## src/rtl/ptmr_pkg.sv

```systemverilog
package ptmr_pkg;
  typedef enum logic [1:0] {
    SEL_COUNT  = 2'd0,
    SEL_PERIOD = 2'd1,
    SEL_CTRL   = 2'd2,
    SEL_NONE   = 2'd3
  } reg_sel_e;

  localparam int EN_BIT  = 0;
  localparam int PRE_LO  = 1;
  localparam int POST_LO = 3;

  function automatic int unsigned pre_div(input logic [1:0] code);
    case (code)
      2'd0:    return 1;
      2'd1:    return 4;
      default: return 16;
    endcase
  endfunction
endpackage

```

## src/rtl/ptmr_prescale.sv

```systemverilog
module ptmr_prescale #(
  parameter int PRE_W = 4
) (
  input  logic             clk,
  input  logic             rst,
  input  logic             en,
  input  logic             tick,
  input  logic             clr,
  input  logic [1:0]       sel,
  output logic             step,
  output logic [PRE_W-1:0] pre_q
);
  logic [PRE_W-1:0] limit;

  always_comb begin
    limit = PRE_W'(ptmr_pkg::pre_div(sel) - 1);
    step  = en && tick && !clr && (pre_q == limit);
  end

  always_ff @(posedge clk) begin
    if (rst || clr)
      pre_q <= '0;
    else if (en && tick)
      pre_q <= (pre_q == limit) ? '0 : pre_q + 1'b1;
  end
endmodule

```

## src/rtl/ptmr_core.sv

```systemverilog
module ptmr_core #(
  parameter int CNT_W = 8
) (
  input  logic             clk,
  input  logic             rst,
  input  logic             step,
  input  logic             cnt_we,
  input  logic             per_we,
  input  logic [CNT_W-1:0] wd,
  output logic [CNT_W-1:0] cnt_q,
  output logic [CNT_W-1:0] per_q,
  output logic             restart,
  output logic             ptick_q
);
  always_comb restart = step && (cnt_q == per_q);

  always_ff @(posedge clk) begin
    if (rst) begin
      cnt_q   <= '0;
      per_q   <= '1;
      ptick_q <= 1'b0;
    end else begin
      ptick_q <= restart;
      if (cnt_we)
        cnt_q <= wd;
      else if (restart)
        cnt_q <= '0;
      else if (step)
        cnt_q <= cnt_q + 1'b1;
      if (per_we)
        per_q <= wd;
    end
  end
endmodule

```

## src/rtl/ptmr_post.sv

```systemverilog
module ptmr_post #(
  parameter int POST_W = 4
) (
  input  logic              clk,
  input  logic              rst,
  input  logic              clr,
  input  logic              restart,
  input  logic [POST_W-1:0] n_sel,
  input  logic              flag_clr,
  output logic [POST_W-1:0] post_q,
  output logic              wrap,
  output logic              flag_q
);
  always_comb wrap = restart && (post_q == n_sel);

  always_ff @(posedge clk) begin
    if (rst) begin
      post_q <= '0;
      flag_q <= 1'b0;
    end else begin
      if (clr)
        post_q <= '0;
      else if (restart)
        post_q <= wrap ? '0 : post_q + 1'b1;
      if (wrap)
        flag_q <= 1'b1;
      else if (flag_clr)
        flag_q <= 1'b0;
    end
  end
endmodule

```

## src/rtl/period_timer.sv

```systemverilog
module period_timer #(
  parameter int CNT_W  = 8,
  parameter int PRE_W  = 4,
  parameter int POST_W = 4
) (
  input  logic             clk,
  input  logic             rst,
  input  logic             tick_in,
  input  logic             wr_en,
  input  logic [1:0]       wr_sel,
  input  logic [CNT_W-1:0] wr_data,
  input  logic [1:0]       rd_sel,
  output logic [CNT_W-1:0] rd_data,
  input  logic             flag_clr,
  output logic             period_tick,
  output logic             irq_flag
);
  import ptmr_pkg::*;

  localparam int CTRL_W = POST_LO + POST_W;

  logic [CTRL_W-1:0] ctrl_q;
  logic              en_w;
  logic [1:0]        pre_sel;
  logic [POST_W-1:0] post_n;
  logic              cnt_we, per_we, ctl_we, clr_w;
  logic              step;
  logic [PRE_W-1:0]  pre_q;
  logic [CNT_W-1:0]  cnt_q, per_q;
  logic              restart;
  logic [POST_W-1:0] post_q;
  logic              wrap;

  always_comb begin
    en_w    = ctrl_q[EN_BIT];
    pre_sel = ctrl_q[PRE_LO +: 2];
    post_n  = ctrl_q[POST_LO +: POST_W];
    cnt_we  = wr_en && (reg_sel_e'(wr_sel) == SEL_COUNT);
    per_we  = wr_en && (reg_sel_e'(wr_sel) == SEL_PERIOD);
    ctl_we  = wr_en && (reg_sel_e'(wr_sel) == SEL_CTRL);
    clr_w   = cnt_we || ctl_we;
  end

  always_ff @(posedge clk) begin
    if (rst)
      ctrl_q <= '0;
    else if (ctl_we)
      ctrl_q <= wr_data[CTRL_W-1:0];
  end

  ptmr_prescale #(.PRE_W(PRE_W)) u_pre (
    .clk(clk), .rst(rst), .en(en_w), .tick(tick_in), .clr(clr_w),
    .sel(pre_sel), .step(step), .pre_q(pre_q)
  );

  ptmr_core #(.CNT_W(CNT_W)) u_core (
    .clk(clk), .rst(rst), .step(step), .cnt_we(cnt_we), .per_we(per_we),
    .wd(wr_data), .cnt_q(cnt_q), .per_q(per_q), .restart(restart),
    .ptick_q(period_tick)
  );

  ptmr_post #(.POST_W(POST_W)) u_post (
    .clk(clk), .rst(rst), .clr(clr_w), .restart(restart), .n_sel(post_n),
    .flag_clr(flag_clr), .post_q(post_q), .wrap(wrap), .flag_q(irq_flag)
  );

  always_ff @(posedge clk) begin
    if (rst)
      rd_data <= '0;
    else begin
      case (reg_sel_e'(rd_sel))
        SEL_COUNT:  rd_data <= cnt_q;
        SEL_PERIOD: rd_data <= per_q;
        SEL_CTRL:   rd_data <= CNT_W'(ctrl_q);
        default:    rd_data <= '0;
      endcase
    end
  end
endmodule

```

## config.mk

```make
export PLATFORM = sky130hd
export DESIGN_NAME = period_timer
export DESIGN_NICKNAME = d
export VERILOG_FILES = /design/src/rtl/ptmr_pkg.sv /design/src/rtl/ptmr_prescale.sv /design/src/rtl/ptmr_core.sv /design/src/rtl/ptmr_post.sv /design/src/rtl/period_timer.sv
export SDC_FILE = /design/constraint.sdc
export NUM_CORES = 1
export LEC_CHECK = 0
export BUFFER_PORTS_ARGS = -buffer_cell sky130_fd_sc_hd__buf_2
export CORE_MARGIN = 2
export CORE_UTILIZATION = 43
export CTS_CLUSTER_DIAMETER = 30
export CTS_CLUSTER_SIZE = 12
export DETAILED_ROUTE_END_ITERATION = 8
export GPL_ROUTABILITY_DRIVEN = 0
export MAX_ROUTING_LAYER = met4
export PLACE_DENSITY = 0.72
export SKIP_LAST_GASP = 1
export SLEW_MARGIN = 20
export SYNTH_ARGS = -nofsm -noshare
export SYNTH_HDL_FRONTEND = slang
export SYNTH_SLANG_ARGS = --single-unit
```

## constraint.sdc

```tcl
create_clock -name clk -period 2.8 [get_ports clk]
set_input_delay 0.28 -clock clk [delete_from_list [all_inputs] [get_ports clk]]
set_output_delay 0.28 -clock clk [all_outputs]
set_load 0.03 [all_outputs]
```

==> summary.txt <==
Synth
  – Syn_nets: 269
  – Cells after Synth: ~250
  – Post-synth top area cell: dfxtp_1
  – EDFF count, synth: 0
  – Post-Syn Area: about 0.0021 mm2
  – Synth area leaders: dfxtp_1, nand2_1, xor2_1
  – Sequential area share after synthesis: between 30% and 40%
  – Mean cell area of the mapped netlist: between 8 and 9 um2
  – Synth top area share: approximately 40%
  – Ys flop type: dfxtp_1
  – Ys Warns: 0
  – Netlist cell types: 42
  – Top-count cell post-synth: dfxtp_1
  – Asr flop ratio synth: 0%
  – Most frequent cells after synthesis: dfxtp_1, nand2_1, a21oi_1, nor2_1, xor2_1
  – Synth Register Bits: just over 40

Layout
  – Final core occ: 49.9%
  – Layout cells sized above 1: roughly 15%
  – Register Area: roughly 800 um2
  – Design area: 0.00235 mm2
  – Post-route insts no fill: between 300 and 400
  – N_diodes: 0
  – Nets: 291
  – Filler instances: a little under 500
  – Area grow syn2layout: 11.7%
  – Multi-input logic area: 0.00122 mm2

STA
  – RSZ-0062 raised after global routing: no
  – Clock Skews: between 0.006 and 0.007 ns
  – Setup TNS: 0 ns
  – Period minus WS final: 2.35 ns
  – Fin worst setup slack: between 0.4 and 0.5 ns
  – Fmax: around 430 MHz
  – Hold_ws: ~0.21 ns
  – Max-Slew Margin vs Limit: 42.7%
  – Actual slew at the worst max-slew pin: roughly 0.85 ns
  – Final Max Tran Viols: 0
  – Final-report hold violation count: 0
  – Final setup viols: 0
  – Tcrit/Tclk final: between 80% and 90%

Clocking
  – Root Driver: clkbuf_8
  – Clk slew on worst S/H paths: about 0.080 ns
  – CTS resizes: 0
  – CTS Buffer Depth: 2
  – Max H-tree Level: 2
  – CTS Buf Count: 5
  – Post-CTS Hold Buffers: 0
  – CTS tree: built
  – # clock sinks: ~40
  – # Post-CTS Setup Buffers: 0
  – Clk_lat worst skew: roughly 0.30 ns

Placement
  – Placed inst area: roughly 0.0023 mm2
  – HPWL after detailed placement: 3510 um
  – I/O Buffers: 26
  – Placed cells: between 300 and 400
  – Place WS: roughly 0.48 ns

Outcome
  – Status: completed

Floorplanning
  – Die width: between 70 and 80 um
  – FP Rows: 25
  – Starting Density: 44.6%
  – Core area: 0.00472 mm2
  – DIE AREA: 0.00548 mm2
  – IO Pins: 27
  – Die Span Y: approximately 74 um

Global routing
  – First-pass GRT wire length: between 7000 and 8000 um
  – Vias in the first global route: 1710
  – Largest net degree at the start of global routing: 35
  – All-Layer GR Usage: around a fifth
  – Initial antenna violation count: 0
  – Grt total ovfl: 0

Route
  – Detailed Route Iter0 Violations: roughly 180
  – Drt total wl: about 4800 um
  – # DRC: 0
  – Post-route ant nets: 0
  – DRT Pass-1 Iters: 4
  – Via Count: 1825
  – Routed len/inst: between 10 and 15 um
  – Via density: approximately 5.4

Power
  – PD cells: roughly 500 mW/mm2
  – IR drop worst, VDD: around 0.16 mV
  – P_leak: ~1 nW
  – Total power: 1.18 mW

Worst setup path
  – CP Data Required Time: around 3 ns
  – Worst Path Buf+Inv: 0
  – Max stage delay on crit path: roughly 0.52 ns
  – Cell-by-cell trace of the critical path: or2_2 -> ha_1 -> xor2_1 -> o2111ai_1 -> nor2_1 -> a41oi_1 -> a211oi_1
  – CP Capture Type: flop
  – WS Path Type: flop to flop
  – Crit path DAT: 2.56 ns
  – Startpoint type of the worst setup path: flop
  – Crit-path slowest cell: nor2_1
  – Maximum fanout along the worst path: 9
  – CP top delay family: simple AND/OR/NAND/NOR gates

Min path
  – Worst min-delay path category: primary input to flop

Job
  – Max Cap Violations: 0
-- final cells by class --
| cell class | count | share of cell area, % |
|---|---|---|
| Timing Repair Buffer | 28 | 6.16 |
| Clock buffer | 6 | 3.08 |
| Tap cell | 67 | 3.56 |
| Clock inverter | 2 | 0.425 |
| Sequential cell | 41 | 34.9 |
| Inverter | 1 | 0.159 |
| Multi-Input combinational cell | 193 | 51.8 |
-- state kept, by name, indices dropped and copies added (netlist names) --
name and flops:
u_post.post_q 4, u_core.cnt_q 8, u_pre.pre_q 4, u_post.flag_q 1, u_core.per_q 8, rd_data 8, ctrl_q 7, u_core.ptick_q 1
-- worst min-delay path, delay by kind of cell --
kind,cells,cell delay [ns]
buf+inv,1,0.09
simple gates,2,0.11
-- kinds of logic after synthesis --
| group | count (synthesis) | synth area share (%) |
|---|---|---|
| compound gates | 45 | 13.4 |
| buf+inv | 14 | 3.26 |
| fa+ha+maj | 4 | 2.37 |
| simple gates | 119 | 31.2 |
| xor+xnor | 17 | 7.06 |
| flops | 41 | 38.9 |
| mux | 8 | 3.80 |
-- path summary, 6_finish.rpt --
kind / start / end / slack (ns) / cells after the start
hold reg to reg: u_post.flag_q / u_post.flag_q / 0.47 / 2
setup reg to reg: ctrl_q[1] / u_core.cnt_q[3] / 0.45 / 7
setup / recovery: ctrl_q[1] / u_core.cnt_q[3] / 0.45 / 7
hold / removal: wr_data[7] / u_core.per_q[7] / 0.21 / 3
-- cell usage in the layout, fill, tap and decap left out, types with 2 or more instances in the layout --
cell type | Yosys | routed
or2_2 | 2 | 2
nand3b_1 | 10 | 10
nor4_4 | 2 | 2
nand3_1 | 13 | 13
a32oi_1 | 7 | 7
clkinv_2 | 0 | 2
o21ai_0 | 3 | 3
a21oi_1 | 24 | 24
xor2_1 | 15 | 15
nor3_1 | 2 | 2
dfxtp_1 | 41 | 41
buf_4 | 0 | 2
clkbuf_8 | 0 | 5
nor3b_1 | 2 | 2
ha_1 | 4 | 4
nand2b_1 | 7 | 7
mux2i_1 | 8 | 8
nor2_1 | 24 | 24
buf_2 | 0 | 26
nor2b_1 | 3 | 3
a31oi_1 | 5 | 5
nand2_1 | 36 | 36
and3_1 | 4 | 4
xnor2_1 | 2 | 2
nand4_1 | 3 | 3
-- metal layers --
metal	track usage [%]	routed length [um]
met5	-	0
met4	7.68	70
met3	4.20	279
met2	29.0	2160
met1	25.8	2260
-- power breakdown --
group          internal [mW]  switching [mW]  leakage (nW)
clock network          0.173           0.202        0.0450
logic                 0.0640          0.0998         0.604
registers              0.608          0.0285         0.334
total                  0.845           0.330         0.983
Power figures use the tool's default switching activity.
